$ cat src/rtl/bank_window_pkg.sv
package bank_window_pkg;

    localparam int PTR_W = 16;
    localparam int OFF_W = 11;

    localparam logic [15:0] CFG_RST   = 16'hA0B1;
    localparam logic [15:0] CTL_RST   = 16'h1210;
    localparam logic [4:0]  ERX_RST   = 5'h1F;
    localparam logic [7:0]  SIG_BYTE  = 8'h33;
    localparam logic [7:0]  PTRH_MASK = 8'hF7;

    localparam logic [3:0] OFF_BANK  = 4'd14;
    localparam logic [3:0] OFF_SIG   = 4'd15;
    localparam logic [1:0] BANK_DATA = 2'd2;

    typedef struct packed {
        logic [1:0]  bank;
        logic [15:0] txc;
        logic [15:0] rxc;
        logic [15:0] cfg;
        logic [15:0] gp;
        logic [15:0] ctl;
        logic [4:0]  erx;
    } regs_t;

    function automatic regs_t regs_reset();
        regs_t r;
        r.bank = 2'd0;
        r.txc  = 16'h0000;
        r.rxc  = 16'h0000;
        r.cfg  = CFG_RST;
        r.gp   = 16'h0000;
        r.ctl  = CTL_RST;
        r.erx  = ERX_RST;
        return r;
    endfunction

endpackage

$ cat src/rtl/bank_window_regs.sv
module bank_window_regs
    import bank_window_pkg::*;
(
    input  logic       clk,
    input  logic       rst_n,
    input  logic       wr_i,
    input  logic       soft_rst_i,
    input  logic [3:0] off_i,
    input  logic [7:0] wdata_i,
    output regs_t      regs_o
);

    regs_t r_d, r_q;

    always_comb begin
        r_d = r_q;
        if (soft_rst_i) begin
            r_d = regs_reset();
        end else if (wr_i) begin
            if (off_i == OFF_BANK) begin
                r_d.bank = wdata_i[1:0];
            end else begin
                case (r_q.bank)
                    2'd0: begin
                        case (off_i)
                            4'd0: r_d.txc[7:0]  = wdata_i;
                            4'd1: r_d.txc[15:8] = wdata_i;
                            4'd4: r_d.rxc[7:0]  = wdata_i;
                            4'd5: r_d.rxc[15:8] = wdata_i;
                            default: ;
                        endcase
                    end
                    2'd1: begin
                        case (off_i)
                            4'd0:  r_d.cfg[7:0]  = wdata_i;
                            4'd1:  r_d.cfg[15:8] = wdata_i;
                            4'd10: r_d.gp[7:0]   = wdata_i;
                            4'd11: r_d.gp[15:8]  = wdata_i;
                            4'd12: r_d.ctl[7:0]  = {wdata_i[7:2], 2'b00};
                            4'd13: r_d.ctl[15:8] = wdata_i;
                            default: ;
                        endcase
                    end
                    2'd3: begin
                        if (off_i == 4'd12) r_d.erx = wdata_i[4:0];
                    end
                    default: ;
                endcase
            end
        end
    end

    always_ff @(posedge clk or negedge rst_n) begin
        if (!rst_n) r_q <= regs_reset();
        else        r_q <= r_d;
    end

    assign regs_o = r_q;

    AST_CTL_LOW_ZERO: assert property (@(posedge clk) disable iff (!rst_n)
        r_q.ctl[1:0] == 2'b00);

    AST_SOFT_RESET: assert property (@(posedge clk) disable iff (!rst_n)
        (wr_i && r_q.bank == 2'd0 && off_i == 4'd5 && wdata_i[7])
        |=> (r_q.bank == 2'd0 && r_q.cfg == CFG_RST && r_q.ctl == CTL_RST
             && r_q.erx == ERX_RST && r_q.rxc == 16'h0000));

endmodule

$ cat src/rtl/bank_window_ptr.sv
module bank_window_ptr
    import bank_window_pkg::*;
#(
    parameter int BUF_W = 2
) (
    input  logic             clk,
    input  logic             rst_n,
    input  logic             soft_rst_i,
    input  logic             wr_lo_i,
    input  logic             wr_hi_i,
    input  logic [7:0]       wdata_i,
    input  logic             acc_i,
    input  logic [1:0]       addr_lo_i,
    input  logic [BUF_W-1:0] rxq_head_i,
    input  logic [BUF_W-1:0] pkt_num_i,
    output logic [PTR_W-1:0] ptr_o,
    output logic [BUF_W-1:0] buf_o,
    output logic [OFF_W-1:0] off_o
);

    localparam int SEL_BIT  = PTR_W - 1;
    localparam int AUTO_BIT = PTR_W - 2;

    logic [PTR_W-1:0] ptr_d, ptr_q;
    logic             auto_inc;

    assign auto_inc = ptr_q[AUTO_BIT];

    always_comb begin
        ptr_d = ptr_q;
        if (soft_rst_i) begin
            ptr_d = '0;
        end else if (wr_lo_i) begin
            ptr_d[7:0] = wdata_i;
        end else if (wr_hi_i) begin
            ptr_d[15:8] = wdata_i;
        end else if (acc_i && auto_inc) begin
            ptr_d[OFF_W-1:0] = ptr_q[OFF_W-1:0] + OFF_W'(1);
        end
    end

    always_ff @(posedge clk or negedge rst_n) begin
        if (!rst_n) ptr_q <= '0;
        else        ptr_q <= ptr_d;
    end

    assign buf_o = ptr_q[SEL_BIT] ? rxq_head_i : pkt_num_i;
    assign off_o = auto_inc ? ptr_q[OFF_W-1:0]
                            : ptr_q[OFF_W-1:0] + OFF_W'(addr_lo_i);
    assign ptr_o = ptr_q;

    AST_AUTOINC_STEP: assert property (@(posedge clk) disable iff (!rst_n)
        (acc_i && auto_inc && !soft_rst_i)
        |=> (ptr_q[OFF_W-1:0] == $past(ptr_q[OFF_W-1:0]) + OFF_W'(1))
            && (ptr_q[PTR_W-1:OFF_W] == $past(ptr_q[PTR_W-1:OFF_W])));

    AST_FIXED_HOLD: assert property (@(posedge clk) disable iff (!rst_n)
        (acc_i && !auto_inc && !soft_rst_i && !wr_lo_i && !wr_hi_i)
        |=> (ptr_q == $past(ptr_q)));

endmodule

$ cat src/rtl/bank_window_rdmux.sv
module bank_window_rdmux
    import bank_window_pkg::*;
#(
    parameter int NUM_BUFS = 4
) (
    input  logic [3:0]          off_i,
    input  regs_t               regs_i,
    input  logic [PTR_W-1:0]    ptr_i,
    input  logic [NUM_BUFS-1:0] inuse_i,
    input  logic [7:0]          mem_rdata_i,
    output logic [7:0]          rdata_o
);

    localparam int CNT_W = $clog2(NUM_BUFS + 1);

    logic [CNT_W-1:0] used_cnt;

    always_comb begin
        used_cnt = '0;
        for (int i = 0; i < NUM_BUFS; i++) begin
            used_cnt = used_cnt + CNT_W'(inuse_i[i]);
        end
    end

    always_comb begin
        rdata_o = 8'h00;
        if (off_i == OFF_BANK) begin
            rdata_o = {6'b0, regs_i.bank};
        end else if (off_i == OFF_SIG) begin
            rdata_o = SIG_BYTE;
        end else begin
            case (regs_i.bank)
                2'd0: begin
                    case (off_i)
                        4'd0: rdata_o = regs_i.txc[7:0];
                        4'd1: rdata_o = regs_i.txc[15:8];
                        4'd4: rdata_o = regs_i.rxc[7:0];
                        4'd5: rdata_o = regs_i.rxc[15:8];
                        4'd8: rdata_o = 8'(NUM_BUFS);
                        4'd9: rdata_o = 8'(used_cnt);
                        default: ;
                    endcase
                end
                2'd1: begin
                    case (off_i)
                        4'd0:  rdata_o = regs_i.cfg[7:0];
                        4'd1:  rdata_o = regs_i.cfg[15:8];
                        4'd10: rdata_o = regs_i.gp[7:0];
                        4'd11: rdata_o = regs_i.gp[15:8];
                        4'd12: rdata_o = regs_i.ctl[7:0];
                        4'd13: rdata_o = regs_i.ctl[15:8];
                        default: ;
                    endcase
                end
                2'd2: begin
                    case (off_i)
                        4'd6:  rdata_o = ptr_i[7:0];
                        4'd7:  rdata_o = ptr_i[15:8] & PTRH_MASK;
                        4'd8, 4'd9, 4'd10, 4'd11: rdata_o = mem_rdata_i;
                        default: ;
                    endcase
                end
                default: begin
                    if (off_i == 4'd12) rdata_o = {3'b0, regs_i.erx};
                end
            endcase
        end
    end

endmodule

$ cat src/rtl/bank_window.sv
module bank_window
    import bank_window_pkg::*;
#(
    parameter int NUM_BUFS = 4,
    localparam int BUF_W = (NUM_BUFS > 1) ? $clog2(NUM_BUFS) : 1
) (
    input  logic                clk,
    input  logic                rst_n,
    input  logic [3:0]          host_addr,
    input  logic                host_wr,
    input  logic                host_rd,
    input  logic [7:0]          host_wdata,
    output logic [7:0]          host_rdata,
    output logic                mem_en,
    output logic                mem_we,
    output logic [BUF_W-1:0]    mem_buf,
    output logic [10:0]         mem_off,
    output logic [7:0]          mem_wdata,
    input  logic [7:0]          mem_rdata,
    input  logic [BUF_W-1:0]    rxq_head,
    input  logic [BUF_W-1:0]    pkt_num,
    input  logic [NUM_BUFS-1:0] inuse
);

    regs_t            regs;
    logic [PTR_W-1:0] ptr;
    logic             in_data_bank;
    logic             data_acc;
    logic             soft_rst;
    logic             ptr_wr_lo;
    logic             ptr_wr_hi;

    assign in_data_bank = (regs.bank == BANK_DATA);
    assign data_acc  = (host_wr || host_rd) && in_data_bank && (host_addr[3:2] == 2'b10);
    assign soft_rst  = host_wr && (regs.bank == 2'd0) && (host_addr == 4'd5) && host_wdata[7];
    assign ptr_wr_lo = host_wr && in_data_bank && (host_addr == 4'd6);
    assign ptr_wr_hi = host_wr && in_data_bank && (host_addr == 4'd7);

    bank_window_regs u_regs (
        .clk        (clk),
        .rst_n      (rst_n),
        .wr_i       (host_wr),
        .soft_rst_i (soft_rst),
        .off_i      (host_addr),
        .wdata_i    (host_wdata),
        .regs_o     (regs)
    );

    bank_window_ptr #(.BUF_W(BUF_W)) u_ptr (
        .clk        (clk),
        .rst_n      (rst_n),
        .soft_rst_i (soft_rst),
        .wr_lo_i    (ptr_wr_lo),
        .wr_hi_i    (ptr_wr_hi),
        .wdata_i    (host_wdata),
        .acc_i      (data_acc),
        .addr_lo_i  (host_addr[1:0]),
        .rxq_head_i (rxq_head),
        .pkt_num_i  (pkt_num),
        .ptr_o      (ptr),
        .buf_o      (mem_buf),
        .off_o      (mem_off)
    );

    bank_window_rdmux #(.NUM_BUFS(NUM_BUFS)) u_rdmux (
        .off_i       (host_addr),
        .regs_i      (regs),
        .ptr_i       (ptr),
        .inuse_i     (inuse),
        .mem_rdata_i (mem_rdata),
        .rdata_o     (host_rdata)
    );

    assign mem_en    = data_acc;
    assign mem_we    = data_acc && host_wr;
    assign mem_wdata = host_wdata;

    AST_SIG_READ: assert property (@(posedge clk) disable iff (!rst_n)
        (host_rd && host_addr == OFF_SIG) |-> (host_rdata == SIG_BYTE));

endmodule

$ cat config.mk
export PLATFORM = sky130hd
export DESIGN_NAME = bank_window
export DESIGN_NICKNAME = d
export VERILOG_FILES = /design/src/rtl/bank_window_pkg.sv /design/src/rtl/bank_window_regs.sv /design/src/rtl/bank_window_ptr.sv /design/src/rtl/bank_window_rdmux.sv /design/src/rtl/bank_window.sv
export SDC_FILE = /design/constraint.sdc
export NUM_CORES = 1
export LEC_CHECK = 0
export BUFFER_PORTS_ARGS = -buffer_cell sky130_fd_sc_hd__buf_2
export CAP_MARGIN = 30
export CORE_MARGIN = 8
export CORE_UTILIZATION = 29
export DETAILED_ROUTE_END_ITERATION = 10
export HOLD_SLACK_MARGIN = 0.12
export SETUP_SLACK_MARGIN = 0.2
export SLEW_MARGIN = 5
export SYNTH_ARGS = -nofsm -noshare
export SYNTH_HDL_FRONTEND = slang
export SYNTH_HIERARCHICAL = 1
export SYNTH_SLANG_ARGS = --single-unit
$ cat constraint.sdc
create_clock -name clk -period 2.5 [get_ports clk]
set_clock_uncertainty 0.15 [all_clocks]
set_input_delay 0.25 -clock clk [delete_from_list [all_inputs] [get_ports clk]]
set_output_delay 0.25 -clock clk [all_outputs]
set_load 0.02 [all_outputs]
==> flow_summary.yaml <==
run_status:
  run_status: "finished, violations left"
  violated_checks: "setup timing"
cells_and_area:
  n_fill_cell: 2243
  fraction_of_final_layout_cells_sized_beyond_drive_strength_1_pct: 28.6
  num-nets-final: 776
  seq_area_um2: 2520
  layoutNonFillerInstCount: 1027
  area_used_by_multi_input_combinational_logic_um2: 3940
  fin_util_pct: 35.8
  num_antenna_cells: 0
  syn2layout_area_growth_pct: 21.8
  final_cell_area_um2: 8050
critical_path:
  critical_path.slowest_cell: "sky130_fd_sc_hd__fa_1"
  cp.buffers_inverters: 2
  timing.setup.critical_path_class: "in2out"
  cpLargestDelayFamily: "adder cells"
  cp-start-kind: "primary input"
  critical_path_depth: 8
  timing.rr.start: "u_regs/regs_o[85]$_DFFE_PN0P_"
  path_max_fanout: 1
  r2r_slack_ps: 330
  timing.critical_path.required_ps: 2100
  worst_r2r_endpoint: "u_ptr/ptr_o[9]$_DFFE_PN0P_"
  worstPathArrival_ps: 2170
  cp_cell_sequence: "buf_6, fa_1, ha_4, ha_4, a221o_1, and3_4, o31a_1, buf_6"
  endpoint_kind: "primary output"
  critical_path.max_stage_delay_ps: 570
  worstRegToRegCells: 8
global_routing:
  grt_start_max_net_pins: 46
  grt_pass1_vias: 5573
  grt_use_total_pct: 14.5
  remaining_global_route_overflow: 0
  number_of_antenna_violations_at_the_first_check_in_global_routing: 0
  global_route_wire_length_before_repair_um: 31900
placement:
  place_inst: 996
  postPlaceCellArea_um2: 7370
  buffer_ports.inserted: 62
  gpl.final_weighted_congestion: 0.916
  post-dp-hpwl_um: 14800
timing:
  setup_violations: 1
  final_min_period_over_clock_period_pct: 103
  grt_setup_unrepaired: "yes"
  timing.final.hold_violations: 0
  final-max-slew-violation-count: 0
  slew_headroom_pct: 56.3
  timing.fmax_mhz: 389
  min_clock_period_post_route_ps: 2570
  fin_setup_tns_ps: -68.1
  worstMarginPinSlew_ps: 656
  final_worst_slack_ps: -68.1
routing:
  avgViaCountPerCell: 5.36
  post_drt_antenna_nets: 0
  post_drt_wl_per_cell_um: 20.1
  dr.first_iter.drc_count: 385
  wl_um: 20600
  drt-pass1-iter-count: 7
  drt_drc_violations_left: 0
  vias: 5502
power_and_ir_drop:
  ir_drop_mv: 0.337
  leakagePower_uw: 0.00383
  power_per_cell_area_nw_per_um2: 663
  totalPowerFinal_uw: 5340
floorplan:
  die_width_um: 167
  core_area_um2: 22500
  rows: 55
  dieArea_um2: 27900
  initial_utilization_pct: 29.4
  pin_count: 63
  die_h_um: 167
worst_hold_path:
  min-delay-path-class: "in2async"
run:
  timing.max_cap.violations: 0
clock_tree:
  clock_sinks: 100
  clockBufferDepth: 2
  cts_root_buffer: "sky130_fd_sc_hd__clkbuf_16"
  cts_tree: "built"
  cts_buffers: 9
  htree_levels: 3
  clkSlewWorstSetupHoldPaths_ps: 70
  worst_skew_pair.late_latency_ps: 360
logic_synthesis:
  avgSynthCellArea_um2: 9.97
  post_synth_instance_area_um2: 6610
  yosys_warnings: 6
  synthCells: 663
-- stage by stage --
step,worst slack (ps),hold WS (ps)
floorplan,186,-196
CTS,-67.6,322
finish,-68.1,315
detailed placement,-153,165
global placement,-175,167
global route,-124,370
-- where the power goes --
group,internal [µW],switching [µW]
Sequential,2070,309
Clock,688,677
Combinational,738,854
Total,3500,1840
-- what timing repair did --
item,in CTS,in global routing
pin swaps,12,12
resized for setup,47,23
setup endpoints to repair,14,17
setup buffers,5,1
hold endpoints to repair,56,0
hold buffers,9,0
gates cloned,0,0
-- cell usage in the layout, fill, tap and decap left out, types with 5 or more instances in the layout --
cell type                         n
sky130_fd_sc_hd__nand2_1         26
sky130_fd_sc_hd__clkbuf_16        9
sky130_fd_sc_hd__and3_1           5
sky130_fd_sc_hd__nand3b_1        10
sky130_fd_sc_hd__o22ai_1          6
sky130_fd_sc_hd__buf_2           42
sky130_fd_sc_hd__nor2_1          42
sky130_fd_sc_hd__xnor2_1          7
sky130_fd_sc_hd__dlygate4sd3_1    9
sky130_fd_sc_hd__o21ai_0          8
sky130_fd_sc_hd__a222oi_1         7
sky130_fd_sc_hd__or3b_1           5
sky130_fd_sc_hd__dfrtp_1         83
sky130_fd_sc_hd__dfstp_2         14
sky130_fd_sc_hd__a21oi_1         20
sky130_fd_sc_hd__inv_1            8
sky130_fd_sc_hd__mux2i_1        103
sky130_fd_sc_hd__nand4b_1        10
sky130_fd_sc_hd__nand4_1          7
sky130_fd_sc_hd__nand2b_1        85
sky130_fd_sc_hd__buf_4           67
sky130_fd_sc_hd__nand3_1          9
-- worst max path at each step --
| stage | from | to | slack, ps |
|---|---|---|---|
| floorplan | inuse[0] | host_rdata[1] | 190 |
| global placement | inuse[0] | host_rdata[1] | -170 |
| detailed placement | inuse[0] | host_rdata[1] | -150 |
| CTS | inuse[0] | host_rdata[1] | -70 |
| global route | inuse[0] | host_rdata[1] | -120 |
| finish | inuse[0] | host_rdata[1] | -70 |
-- cell type report --
| type | count | area share (%) |
|---|---|---|
| Clock inverter | 6 | 0.575 |
| Sequential cell | 100 | 31.3 |
| Clock buffer | 10 | 2.84 |
| Tap cell | 285 | 4.43 |
| Inverter | 9 | 0.419 |
| Multi-Input combinational cell | 491 | 48.9 |
| Timing Repair Buffer | 126 | 11.5 |
-- per-layer routing --
metal | GRT usage (%) | vias to the layer above | part of all wire [%]
met4 | 7.95 | 0 | 3.3
li1 | - | 2518 | -
met1 | 18.3 | 2771 | 44
met3 | 1.56 | 45 | 4.3
met5 | 0 | - | 0
met2 | 23.8 | 168 | 49
-- sequential cells by signal (all words and copies together), names as in the netlist --
| name | flops |
|---|---|
| u_regs/regs_o | 85 |
| u_ptr/ptr_o | 15 |
-- worst register-to-register path: cells and delay by family (launching register included) --
family	cells	cell delay, ps
DFF	1	460
and+or+nand+nor	3	710
AOI/OAI and AO/OA	3	340
buffers and inverters	2	390
(Power assumes the default switching activity.)
